$ cat src/rtl/tsg_pkg.sv
package tsg_pkg;

    typedef enum logic [1:0] {
        CMD_OFF  = 2'd0,
        CMD_LOW  = 2'd1,
        CMD_HIGH = 2'd2
    } drive_cmd_e;

    localparam logic [1:0] PWM_HIGH = 2'b01;
    localparam int         MID_BIT  = 1;

endpackage

$ cat src/rtl/tsg_ready_qual.sv
module tsg_ready_qual #(
    parameter int unsigned QUAL_CYC = 15625
) (
    input  logic clk,
    input  logic rst_n,
    input  logic supply_ok,
    output logic ready
);
    localparam int unsigned CW = $clog2(QUAL_CYC + 1);

    typedef struct packed {
        logic [CW-1:0] cnt;
        logic          rdy;
    } qual_st_t;

    qual_st_t s_d, s_q;

    always_comb begin
        s_d = s_q;
        if (!supply_ok) begin
            s_d.cnt = '0;
            s_d.rdy = 1'b0;
        end else begin
            if (s_q.cnt != CW'(QUAL_CYC)) begin
                s_d.cnt = s_q.cnt + CW'(1);
            end
            s_d.rdy = (s_d.cnt == CW'(QUAL_CYC));
        end
    end

    always_ff @(posedge clk or negedge rst_n) begin
        if (!rst_n) begin
            s_q <= '0;
        end else begin
            s_q <= s_d;
        end
    end

    assign ready = s_q.rdy;

    // supply loss removes readiness on the next edge
    a_r7_supply_drop: assert property (@(posedge clk) disable iff (!rst_n)
        !supply_ok |=> !ready);

    // readiness only rises while the supply flag was held
    a_r7_rise_needs_supply: assert property (@(posedge clk) disable iff (!rst_n)
        $rose(ready) |-> $past(supply_ok));

endmodule

$ cat src/rtl/tsg_mid_filter.sv
module tsg_mid_filter
    import tsg_pkg::*;
#(
    parameter int unsigned HOLDOFF_CYC = 3
) (
    input  logic       clk,
    input  logic       rst_n,
    input  logic [1:0] pwm_code,
    output drive_cmd_e cmd
);
    localparam int unsigned HW = $clog2(HOLDOFF_CYC + 1);

    typedef struct packed {
        logic [HW-1:0] cnt;
        drive_cmd_e    cmd;
    } filt_st_t;

    filt_st_t s_d, s_q;
    logic     mid_now;

    assign mid_now = pwm_code[MID_BIT];

    always_comb begin
        s_d = s_q;
        if (mid_now) begin
            if (s_q.cnt != HW'(HOLDOFF_CYC)) begin
                s_d.cnt = s_q.cnt + HW'(1);
            end
            if (s_d.cnt == HW'(HOLDOFF_CYC)) begin
                s_d.cmd = CMD_OFF;
            end
        end else begin
            s_d.cnt = '0;
            s_d.cmd = (pwm_code == PWM_HIGH) ? CMD_HIGH : CMD_LOW;
        end
    end

    always_ff @(posedge clk or negedge rst_n) begin
        if (!rst_n) begin
            s_q.cnt <= '0;
            s_q.cmd <= CMD_OFF;
        end else begin
            s_q <= s_d;
        end
    end

    assign cmd = s_q.cmd;

    // a mid excursion shorter than the hold-off keeps the command
    a_r3_short_mid_holds: assert property (@(posedge clk) disable iff (!rst_n)
        (mid_now && (s_q.cnt < HW'(HOLDOFF_CYC - 1))) |=> $stable(cmd));

    // the last hold-off sample parks the command
    a_r3_holdoff_parks: assert property (@(posedge clk) disable iff (!rst_n)
        (mid_now && (s_q.cnt == HW'(HOLDOFF_CYC - 1))) |=> (cmd == CMD_OFF));

    // leaving the window to high takes effect at once
    a_r4_exit_high: assert property (@(posedge clk) disable iff (!rst_n)
        (pwm_code == PWM_HIGH) |=> (cmd == CMD_HIGH));

endmodule

$ cat src/rtl/tsg_gate_seq.sv
module tsg_gate_seq #(
    parameter int unsigned HS_ON_CYC = 2,
    parameter int unsigned LS_ON_CYC = 2
) (
    input  logic clk,
    input  logic rst_n,
    input  logic want_hs,
    input  logic want_ls,
    output logic gate_hs,
    output logic gate_ls
);
    localparam int unsigned HWW = $clog2(HS_ON_CYC + 1);
    localparam int unsigned LWW = $clog2(LS_ON_CYC + 1);

    typedef struct packed {
        logic           hs;
        logic           ls;
        logic [HWW-1:0] hs_wait;
        logic [LWW-1:0] ls_wait;
    } seq_st_t;

    seq_st_t s_d, s_q;
    logic    both_off;

    assign both_off = !s_q.hs && !s_q.ls;

    always_comb begin
        s_d = s_q;

        if (want_hs && both_off) begin
            if (s_q.hs_wait != HWW'(HS_ON_CYC)) begin
                s_d.hs_wait = s_q.hs_wait + HWW'(1);
            end
        end else begin
            s_d.hs_wait = '0;
        end

        if (want_ls && both_off) begin
            if (s_q.ls_wait != LWW'(LS_ON_CYC)) begin
                s_d.ls_wait = s_q.ls_wait + LWW'(1);
            end
        end else begin
            s_d.ls_wait = '0;
        end

        if (s_q.hs) begin
            s_d.hs = want_hs;
        end else begin
            s_d.hs = want_hs && both_off && (s_d.hs_wait == HWW'(HS_ON_CYC));
        end

        if (s_q.ls) begin
            s_d.ls = want_ls;
        end else begin
            s_d.ls = want_ls && both_off && (s_d.ls_wait == LWW'(LS_ON_CYC));
        end
    end

    always_ff @(posedge clk or negedge rst_n) begin
        if (!rst_n) begin
            s_q <= '0;
        end else begin
            s_q <= s_d;
        end
    end

    assign gate_hs = s_q.hs;
    assign gate_ls = s_q.ls;

    // requests from the command decode never collide
    a_r5_requests_exclusive: assert property (@(posedge clk) disable iff (!rst_n)
        !(want_hs && want_ls));

    // no simultaneous conduction
    a_r5_no_overlap: assert property (@(posedge clk) disable iff (!rst_n)
        !(gate_hs && gate_ls));

    // high gate rises only after a cycle with the low gate off
    a_r5_hs_gap: assert property (@(posedge clk) disable iff (!rst_n)
        $rose(gate_hs) |-> !$past(gate_ls));

    // low gate rises only after a cycle with the high gate off
    a_r5_ls_gap: assert property (@(posedge clk) disable iff (!rst_n)
        $rose(gate_ls) |-> !$past(gate_hs));

    // a withdrawn request turns the gate off at the next edge
    a_r6_hs_off: assert property (@(posedge clk) disable iff (!rst_n)
        !want_hs |=> !gate_hs);

    a_r6_ls_off: assert property (@(posedge clk) disable iff (!rst_n)
        !want_ls |=> !gate_ls);

endmodule

$ cat src/rtl/tsg_gate_ctrl.sv
module tsg_gate_ctrl
    import tsg_pkg::*;
#(
    parameter int unsigned QUAL_CYC    = 15625,
    parameter int unsigned HOLDOFF_CYC = 3,
    parameter int unsigned HS_ON_CYC   = 2,
    parameter int unsigned LS_ON_CYC   = 2
) (
    input  logic       clk,
    input  logic       rst_n,
    input  logic [1:0] pwm_code,
    input  logic       ls_enable,
    input  logic       hs_inhibit,
    input  logic       supply_ok,
    output logic       gate_hs,
    output logic       gate_ls
);
    logic       ready;
    drive_cmd_e cmd;
    logic       want_hs;
    logic       want_ls;

    tsg_ready_qual #(
        .QUAL_CYC (QUAL_CYC)
    ) u_ready (
        .clk       (clk),
        .rst_n     (rst_n),
        .supply_ok (supply_ok),
        .ready     (ready)
    );

    tsg_mid_filter #(
        .HOLDOFF_CYC (HOLDOFF_CYC)
    ) u_filter (
        .clk      (clk),
        .rst_n    (rst_n),
        .pwm_code (pwm_code),
        .cmd      (cmd)
    );

    always_comb begin
        want_hs = ready && (cmd == CMD_HIGH) && !hs_inhibit;
        want_ls = ready && (cmd == CMD_LOW) && ls_enable;
    end

    tsg_gate_seq #(
        .HS_ON_CYC (HS_ON_CYC),
        .LS_ON_CYC (LS_ON_CYC)
    ) u_seq (
        .clk     (clk),
        .rst_n   (rst_n),
        .want_hs (want_hs),
        .want_ls (want_ls),
        .gate_hs (gate_hs),
        .gate_ls (gate_ls)
    );

    // inhibit forces the high gate low after the edge
    a_r8_inhibit: assert property (@(posedge clk) disable iff (!rst_n)
        hs_inhibit |=> !gate_hs);

    // without readiness both gates are off after the next edge
    a_r7_unready_off: assert property (@(posedge clk) disable iff (!rst_n)
        !ready |=> (!gate_hs && !gate_ls));

    // a high command keeps the low gate off
    a_r2_high_no_ls: assert property (@(posedge clk) disable iff (!rst_n)
        (cmd == CMD_HIGH) |=> !gate_ls);

    // low side disabled keeps the low gate off
    a_r1_ls_disabled: assert property (@(posedge clk) disable iff (!rst_n)
        !ls_enable |=> !gate_ls);

endmodule

$ cat config.mk
export PLATFORM = sky130hd
export DESIGN_NAME = tsg_gate_ctrl
export DESIGN_NICKNAME = d
export VERILOG_FILES = /design/src/rtl/tsg_pkg.sv /design/src/rtl/tsg_ready_qual.sv /design/src/rtl/tsg_mid_filter.sv /design/src/rtl/tsg_gate_seq.sv /design/src/rtl/tsg_gate_ctrl.sv
export SDC_FILE = /design/constraint.sdc
export NUM_CORES = 1
export LEC_CHECK = 0
export ABC_AREA = 1
export ABC_CLOCK_PERIOD_IN_PS = 1710
export CAP_MARGIN = 5
export CORE_MARGIN = 2
export CORE_UTILIZATION = 30
export CTS_CLUSTER_DIAMETER = 30
export DETAILED_ROUTE_END_ITERATION = 8
export GPL_TIMING_DRIVEN = 0
export PLACE_DENSITY_LB_ADDON = 0.2
export SLEW_MARGIN = 20
export SYNTH_ARGS = -nofsm -noshare
export SYNTH_HDL_FRONTEND = slang
export SYNTH_SLANG_ARGS = --single-unit
$ cat constraint.sdc
create_clock -name clk -period 1.71 [get_ports clk]
set_input_delay 0.2565 -clock clk [delete_from_list [all_inputs] [get_ports clk]]
set_output_delay 0.2565 -clock clk [all_outputs]
set_load 0.01 [all_outputs]
==> metrics.md, run 1 <==
| Metric | Value |
|---|---|
| Status | `finished clean` |
| Initial core utilization | `a little under a third` |
| Final hold violations | `0` |
| Clk buf depth | `2` |
| Pleak | `between 0.7 and 0.8 nW` |
| Total core area | `about 4400 um2` |
| Top-count cell post-synth | `nand2_1` |
| H-Tree Level Count | `1` |
| TritonRoute pass-1 iters | `4` |
| Internal power | `roughly 800 uW` |
| XOR/XNOR Fraction of Synth Area | `5.510%` |
| # clock sinks | `25` |
| Hold endpoint | `u_filter.s_q[2]` |
| Net Count, Synth | `between 150 and 200` |
| Placer congestion estimate | `0.8184` |
| First-pass GRT wire length | `roughly 4.9 mm` |
| Crit path DAT | `roughly 1800 ps` |
| Clock slew at reported path FFs | `approximately 100 ps` |
| R2R setup slack | `between 150 and 200 ps` |
| Setup crit end kind | `flop` |
| WL/cell | `10.87 um` |
| Comb power frac | `under 10%` |
| DP HPWL | `about 2 mm` |
| Die H | `roughly 72 um` |
| Reg power frac | `just under 60%` |
| Top post-synthesis cells by area | `dfrtp_1, nand2_1, nor2_1, inv_1, nand3_1` |
| Clock power frac | `roughly 35%` |
| RR Endpoint | `u_ready.ready` |
| Delay-heaviest family, CP | `simple AND/OR/NAND/NOR gates` |
| Startpoint Class | `flop` |
| Vias in the first global route | `1109` |
| Die area | `between 5000 and 6000 um2` |
| Post-synthesis mux area share | `0%` |
| Hold Path Depth | `1` |
| DRC violation count after routing | `0` |
| Clk Latency, worst-skew pair | `approximately 270 ps` |
| Gate count of the mapped netlist | `173` |
| Post-synthesis sequential area ratio | `a little under half` |
| Peak per-stage delay on the critical path | `450 ps` |
| Total grt overflow | `0` |
| Post-Route Setup TNS | `0 ps` |
| Final count of pins violating max slew | `0` |
| Hold_ws | `461.2 ps` |
| Final WS setup | `169.0 ps` |
| Post-Synth Adder-Cell Area | `3.613%` |
| CTS buffer count | `3` |
| Post-route ant nets | `0` |
| Critical path depth | `8` |
| Row cnt | `24` |
| Worst hold path type | `reg2reg` |
| Syn avg cell area | `about 8.0 um2` |
| Fin Clk Skew | `approximately 4.6 ps` |
| Slowest-stage cell, CP | `dfrtp_2` |
| Die Width | `about 70 um` |
| CTS tree | `done` |
| Ys async rst share | `100.0%` |
| Number of flops mapped to enable cells by yosys | `0` |
| Synth area leader | `dfrtp_1` |
| Post-synth top cells | `nand2_1, nor2_1, inv_1` |
| Period utilisation layout | `~90%` |
| Fraction of layout cells with a size suffix above 1 | `approximately 16%` |
| Compound-Gate Fraction of Synth Area | `under 10%` |
| Worst slew pin tran | `roughly 560 ps` |
| GRT Overall Usage | `between 10% and 20%` |
| Footprint of the multi-input gates | `654.4 um2` |
| Max-Slew Margin vs Limit | `62.43%` |
| Top_reg_cell synth | `dfrtp_1` |
| Cell area after synthesis | `about 1400 um2` |
| Maximum vdd drop | `0.0005153 V` |
| # setup viols final | `0` |
| Via count | `1059` |
| Max_cap viols | `0` |
| Dpl ws | `between 70 and 80 ps` |
| Root buf cell | `clkbuf_8` |
| Period minus WS final | `between 1500 and 2000 ps` |
| Distinct cell type count after synthesis | `21` |
| Hold path start | `u_filter.s_q[2]` |
| RSZ-0062 raised after global routing | `false` |
| Area growth, synth to finish | `16.71%` |
| Largest family of logic cells by synthesized area | `simple AND/OR/NAND/NOR gates` |
| IO Port Bufs | `8` |
| Post-synthesis simple-gate area fraction | `a little over a third` |
| Nets@finish | `200` |
| Switching pwr | `roughly 270 uW` |
| Reg2Reg Depth | `8` |
| Worst r2r src | `u_ready.s_q[1]` |
| Required time worst endpoint | `approximately 1900 ps` |
| Critical-path cell list | `ha_4 > nand2_2 > nor2_4 > nand2_2 > nor2_4 > xor2_2 > nand3_1 > nor2_1` |
| Ant diodes | `0` |
| Crit path max fanout | `5` |
| Finished Core Util | `a little over a third` |
| YS warnings | `0` |
| Largest net degree at the start of global routing | `26` |
| Flops & latches, synth | `25` |
| DRT Wirelength | `approximately 2.6 mm` |
| Switching share of total power | `24.82%` |
| Critical setup path kind | `reg2reg` |
| PwrDens | `around 660 nW/um2` |
| FILL cells | `470` |
| Top cell type's share of synthesized area | `roughly 45%` |
| FF+latch area | `approximately 630 um2` |
| IO Pins | `9` |
| Initial DRC count | `30` |
| Number of antenna violations at the first check in global routing | `0` |
| Max Fclk | `roughly 0.65 GHz` |
| Vias per cell | `roughly 4.4` |
| Buf/Inv on CP | `0` |
| Total power | `about 1.1 mW` |
## kinds of logic (layout without fill, tap and decap cells)
| kind of cell | after synthesis | after routing |
|---|---|---|
| compound gates | 6 | 6 |
| xor+xnor | 7 | 7 |
| simple gates | 101 | 101 |
| fa+ha+maj | 4 | 4 |
| flops | 25 | 25 |
| buf+inv | 30 | 45 |
## layout make-up
cell class,instances,area share [%]
Multi-Input combinational cell,118,40.48
Sequential cell,25,38.85
Inverter,28,6.502
Timing Repair Buffer,11,6.192
Tap cell,52,4.025
Clock buffer,3,2.554
Buffer,2,0.9288
Clock inverter,1,0.4644
## state kept, by name, indices dropped and copies added, names as in the netlist
name	flops
u_filter.s_q	2
u_seq.gate_hs	1
u_seq.s_q	4
u_ready.ready	1
u_ready.s_q	14
u_filter.cmd	2
u_seq.gate_ls	1
## how the worst max path moves through the flow
| stage | slack, ps | from | to |
|---|---|---|---|
| floorplan | 310 | u_ready.s_q[1] | u_ready.ready |
| CTS | 40 | u_ready.s_q[1] | u_ready.ready |
| finish | 170 | u_ready.s_q[1] | u_ready.ready |
| detailed placement | 70 | u_ready.s_q[1] | u_ready.ready |
| global placement | -2 | rst_n | u_ready.s_q[14] |
| global route | 9 | u_ready.s_q[2] | u_ready.ready |
## metrics by stage
stage / cells / area [um2]
2_1_floorplan: 173 / 1385
3_3_place_gp: 233 / 1530
3_5_place_dp: 233 / 1525
4_1_cts: 238 / 1584
5_1_grt: 240 / 1617
6_report: 240 / 1617
## cell usage in the layout, fill, tap and decap left out
| master | synthesis | final |
|---|---|---|
| nor2_2 | 3 | 4 |
| dfrtp_2 | 0 | 2 |
| clkbuf_8 | 0 | 3 |
| buf_2 | 0 | 1 |
| ha_1 | 4 | 3 |
| o22ai_1 | 1 | 1 |
| buf_4 | 0 | 2 |
| clkinvlp_4 | 0 | 1 |
| nand2_1 | 37 | 37 |
| clkdlybuf4s50_1 | 0 | 7 |
| o21ai_0 | 2 | 2 |
| nand2_2 | 5 | 5 |
| dlygate4sd3_1 | 0 | 1 |
| xor2_2 | 2 | 2 |
| xor2_1 | 5 | 5 |
| nor3_1 | 2 | 2 |
| nand3_1 | 14 | 14 |
| nand3_2 | 2 | 2 |
| nand4_1 | 3 | 3 |
| inv_2 | 2 | 2 |
| buf_6 | 1 | 1 |
| nor2_1 | 28 | 27 |
| inv_1 | 26 | 26 |
| dfrtp_1 | 25 | 23 |
| ha_4 | 0 | 1 |
| a21oi_1 | 3 | 3 |
| and3_1 | 2 | 2 |
| nor2_4 | 5 | 5 |
| clkbuf_1 | 1 | 1 |
## power groups by stage
stage               registers [mW]  clock network (mW)  logic [mW]
detailed placement           0.629                   0      0.0799
CTS                          0.617               0.397      0.0822
global route                 0.622               0.417      0.0947
global placement             0.628                   0      0.0809
finish                       0.620               0.370      0.0805
floorplan                    0.626                   0      0.0446
## worst reg2reg max path, delay by kind of cell, from the launching register on
family / cells / cell delay (ps)
and+or+nand+nor: 6 / 690
xor gates and xnor gates: 1 / 180
DFF: 1 / 450
adders and majority gates: 1 / 180
## routing by layer
metal  vias up  GRT usage [%]  routed length, um
met3         2          3.472                118
met5         -              0                  0
li1        562              -                  -
met4         0          1.887                 17
met2        19          20.27               1205
met1       476          15.33               1267
## repair_timing
action / CTS / global route
endpoints found under the setup margin: 0 / 2
hold endpoints to repair: 25 / 0
hold buffers: 1 / 0
buffers inserted: 0 / 2
gates resized for setup: 0 / 5
Power figures use the tool's default switching activity.
==> inputs of run 2 (changes only) <==
--- a/config.mk
+++ b/config.mk
@@ -14,6 +14,7 @@
 export DETAILED_ROUTE_END_ITERATION = 8
 export GPL_TIMING_DRIVEN = 0
 export PLACE_DENSITY_LB_ADDON = 0.2
+export RECOVER_POWER = 50
 export SLEW_MARGIN = 20
 export SYNTH_ARGS = -nofsm -noshare
 export SYNTH_HDL_FRONTEND = slang
==> run 2 against run 1 <==
Cell count unchanged. Clock power is essentially flat. Wire length is 0.15% lower. Clock skew about the same. Critical path depth stayed put. Fmax is essentially flat. Non-clock buffer count did not move. Die area unchanged. Sequential power about the same. Total power hardly changed. First-iteration DRC count unchanged. Global-route usage unchanged.
==> metrics.md, run 2 (same netlist as run 1, synthesis figures left out) <==
| Metric | Value |
|---|---|
| IO Port Bufs | `8` |
| Max FFs per register | `14` |
| # clock sinks | `25` |
| FILL cells | `between 400 and 500` |
| Clk Latency, worst-skew pair | `around 270 ps` |
| Worst r2r src | `u_ready.s_q[1]` |
| Via count | `1055` |
| GRT Overall Usage | `between 10% and 20%` |
| Total grt overflow | `0` |
| Placer congestion estimate | `just over 0.8` |
| Commonest non-fill, non-tap cell in the layout | `nand2_1` |
| Max Fclk | `around 0.65 GHz` |
| Max_cap viols | `0` |
| Largest regs | `u_ready.s_q x14, u_seq.s_q x4` |
| Required time worst endpoint | `1920 ps` |
| Initial core utilization | `around a third` |
| Peak per-stage delay on the critical path | `about 450 ps` |
| WL/cell | `roughly 11 um` |
| Initial DRC count | `30` |
| Row cnt | `24` |
| Footprint of the multi-input gates | `654.4 um2` |
| Max-Slew Margin vs Limit | `around three fifths` |
| Vias per cell | `between 4 and 5` |
| Worst slew pin tran | `626.8 ps` |
| Post-route ant nets | `0` |
| Hold path start | `u_filter.s_q[2]` |
| Die H | `roughly 70 um` |
| Crit path from | `u_ready.s_q[1]` |
| Number of antenna violations at the first check in global routing | `0` |
| CTS tree | `done` |
| DRT Wirelength | `2.605 mm` |
| FF+latch area | `~630 um2` |
| Delay-heaviest family, CP | `simple AND/OR/NAND/NOR gates` |
| Hold_ws | `~460 ps` |
| TritonRoute pass-1 iters | `4` |
| PwrDens | `between 600 and 700 nW/um2` |
| Total core area | `roughly 4400 um2` |
| Maximum vdd drop | `0.0005153 V` |
| IO Pins | `9` |
| Fin Clk Skew | `roughly 4.6 ps` |
| Critical-path cell list | `ha_4 > nand2_2 > nor2_4 > nand2_2 > nor2_4 > xor2_2 > nand3_1 > nor2_1` |
| Clock slew at reported path FFs | `100 ps` |
| Buf/Inv on CP | `0` |
| Crit path max fanout | `5` |
| Crit path DAT | `about 1800 ps` |
| CTS buffer count | `3` |
| Met1 WL | `about 1.3 mm` |
| Dpl ws | `roughly 75 ps` |
| Setup crit end kind | `flop` |
| RSZ-0062 raised after global routing | `false` |
| Nets@finish | `200` |
| Die area | `5176 um2` |
| Ant diodes | `0` |
| DR top layer | `met4` |
| First-pass GRT wire length | `4.864 mm` |
| Startpoint Class | `flop` |
| Root buf cell | `clkbuf_8` |
| Period minus WS final | `around 1500 ps` |
| DP HPWL | `~2.0 mm` |
| Final WS setup | `169.0 ps` |
| Met3 wire length | `about 120 um` |
| WL met2 | `1.204 mm` |
| # setup viols final | `0` |
| Final count of pins violating max slew | `0` |
| Die Width | `71.95 um` |
| R2R setup slack | `170 ps` |
| Clk buf depth | `2` |
| Pleak | `roughly 0.73 nW` |
| Slowest-stage cell, CP | `dfrtp_2` |
| DRC violation count after routing | `0` |
| Area growth, synth to finish | `16.71%` |
| Vias in the first global route | `~1100` |
| H-Tree Level Count | `1` |
| Largest net degree at the start of global routing | `26` |
| Most frequent cells in the layout | `nand2_1, nor2_1, inv_1` |
| Critical setup path kind | `reg2reg` |
| Worst hold path type | `reg2reg` |
| Most flops, register | `u_ready.s_q` |
| Period utilisation layout | `about nine tenths` |
| Status | `finished clean` |
| Fraction of layout cells with a size suffix above 1 | `between 10% and 20%` |
| Final hold violations | `0` |
run 2: cell count changes in the layout (fill, tap and decap cells not counted):
cell | before | now
clkbuf_2 | 0 | 1
dlygate4sd3_1 | 1 | 2
clkdlybuf4s50_1 | 7 | 6
buf_2 | 1 | 0
run 2: area by class of cell:
class	count	share of cell area (%)
multi-input cells	118	40.48
flip-flops and latches	25	38.85
inverters	28	6.502
repair buffers	11	6.192
well taps	52	4.025
clock buffers	3	2.554
plain buffers	2	0.9288
clock inverters	1	0.4644
run 2: per-stage QoR:
| step | area, um2 | setup TNS [ps] | cells | util (%) | power (mW) |
|---|---|---|---|---|---|
| 3_5_place_dp | 1525 | 0 | 233 | 34.55 | 0.7089 |
| 4_1_cts | 1584 | 0 | 238 | 35.88 | 1.096 |
| 3_3_place_gp | 1530 | -21.20 | 233 | 34.67 | 0.7092 |
| 6_report | 1617 | 0 | 240 | 36.62 | 1.070 |
| 2_1_floorplan | 1385 | 0 | 173 | - | 0.6703 |
| 5_1_grt | 1617 | 0 | 240 | 36.62 | 1.133 |
run 2: worst register-to-register path, stage by stage, from the launching register on:
cell     delay (ps)
dfrtp_2         450
ha_4            180
nand2_2          70
nor2_4          170
nand2_2         100
nor2_4          110
xor2_2          180
nand3_1         120
nor2_1          120
run 2: path summary, 6_finish.rpt:
kind | endpoint | cells past startpoint
max reg2reg | u_ready.ready | 8
min reg2reg | u_filter.s_q[2] | 1
min | u_filter.s_q[2] | 1
min in group asynchronous | u_ready.s_q[5] | 2
max | u_ready.ready | 8
max in group asynchronous | u_ready.s_q[2] | 2
run 2: power breakdown:
group	switching [mW]	internal, mW	total, mW
Clock	0.204	0.165	0.370
Combinational	0.0467	0.0334	0.0801
Sequential	0.0145	0.605	0.620
run 2: layer usage:
| layer | track usage, % | vias up |
|---|---|---|
| met1 | 15.33 | 474 |
| li1 | - | 562 |
| met4 | 1.887 | 0 |
| met2 | 20.27 | 17 |
| met5 | 0 | - |
| met3 | 3.472 | 2 |
run 2: timing repair:
item | CTS | global route
buffers inserted | 0 | 2
endpoints found under the hold margin | 25 | 0
hold buffers | 1 | 0
gates resized for setup | 0 | 5
endpoints found under the setup margin | 0 | 2
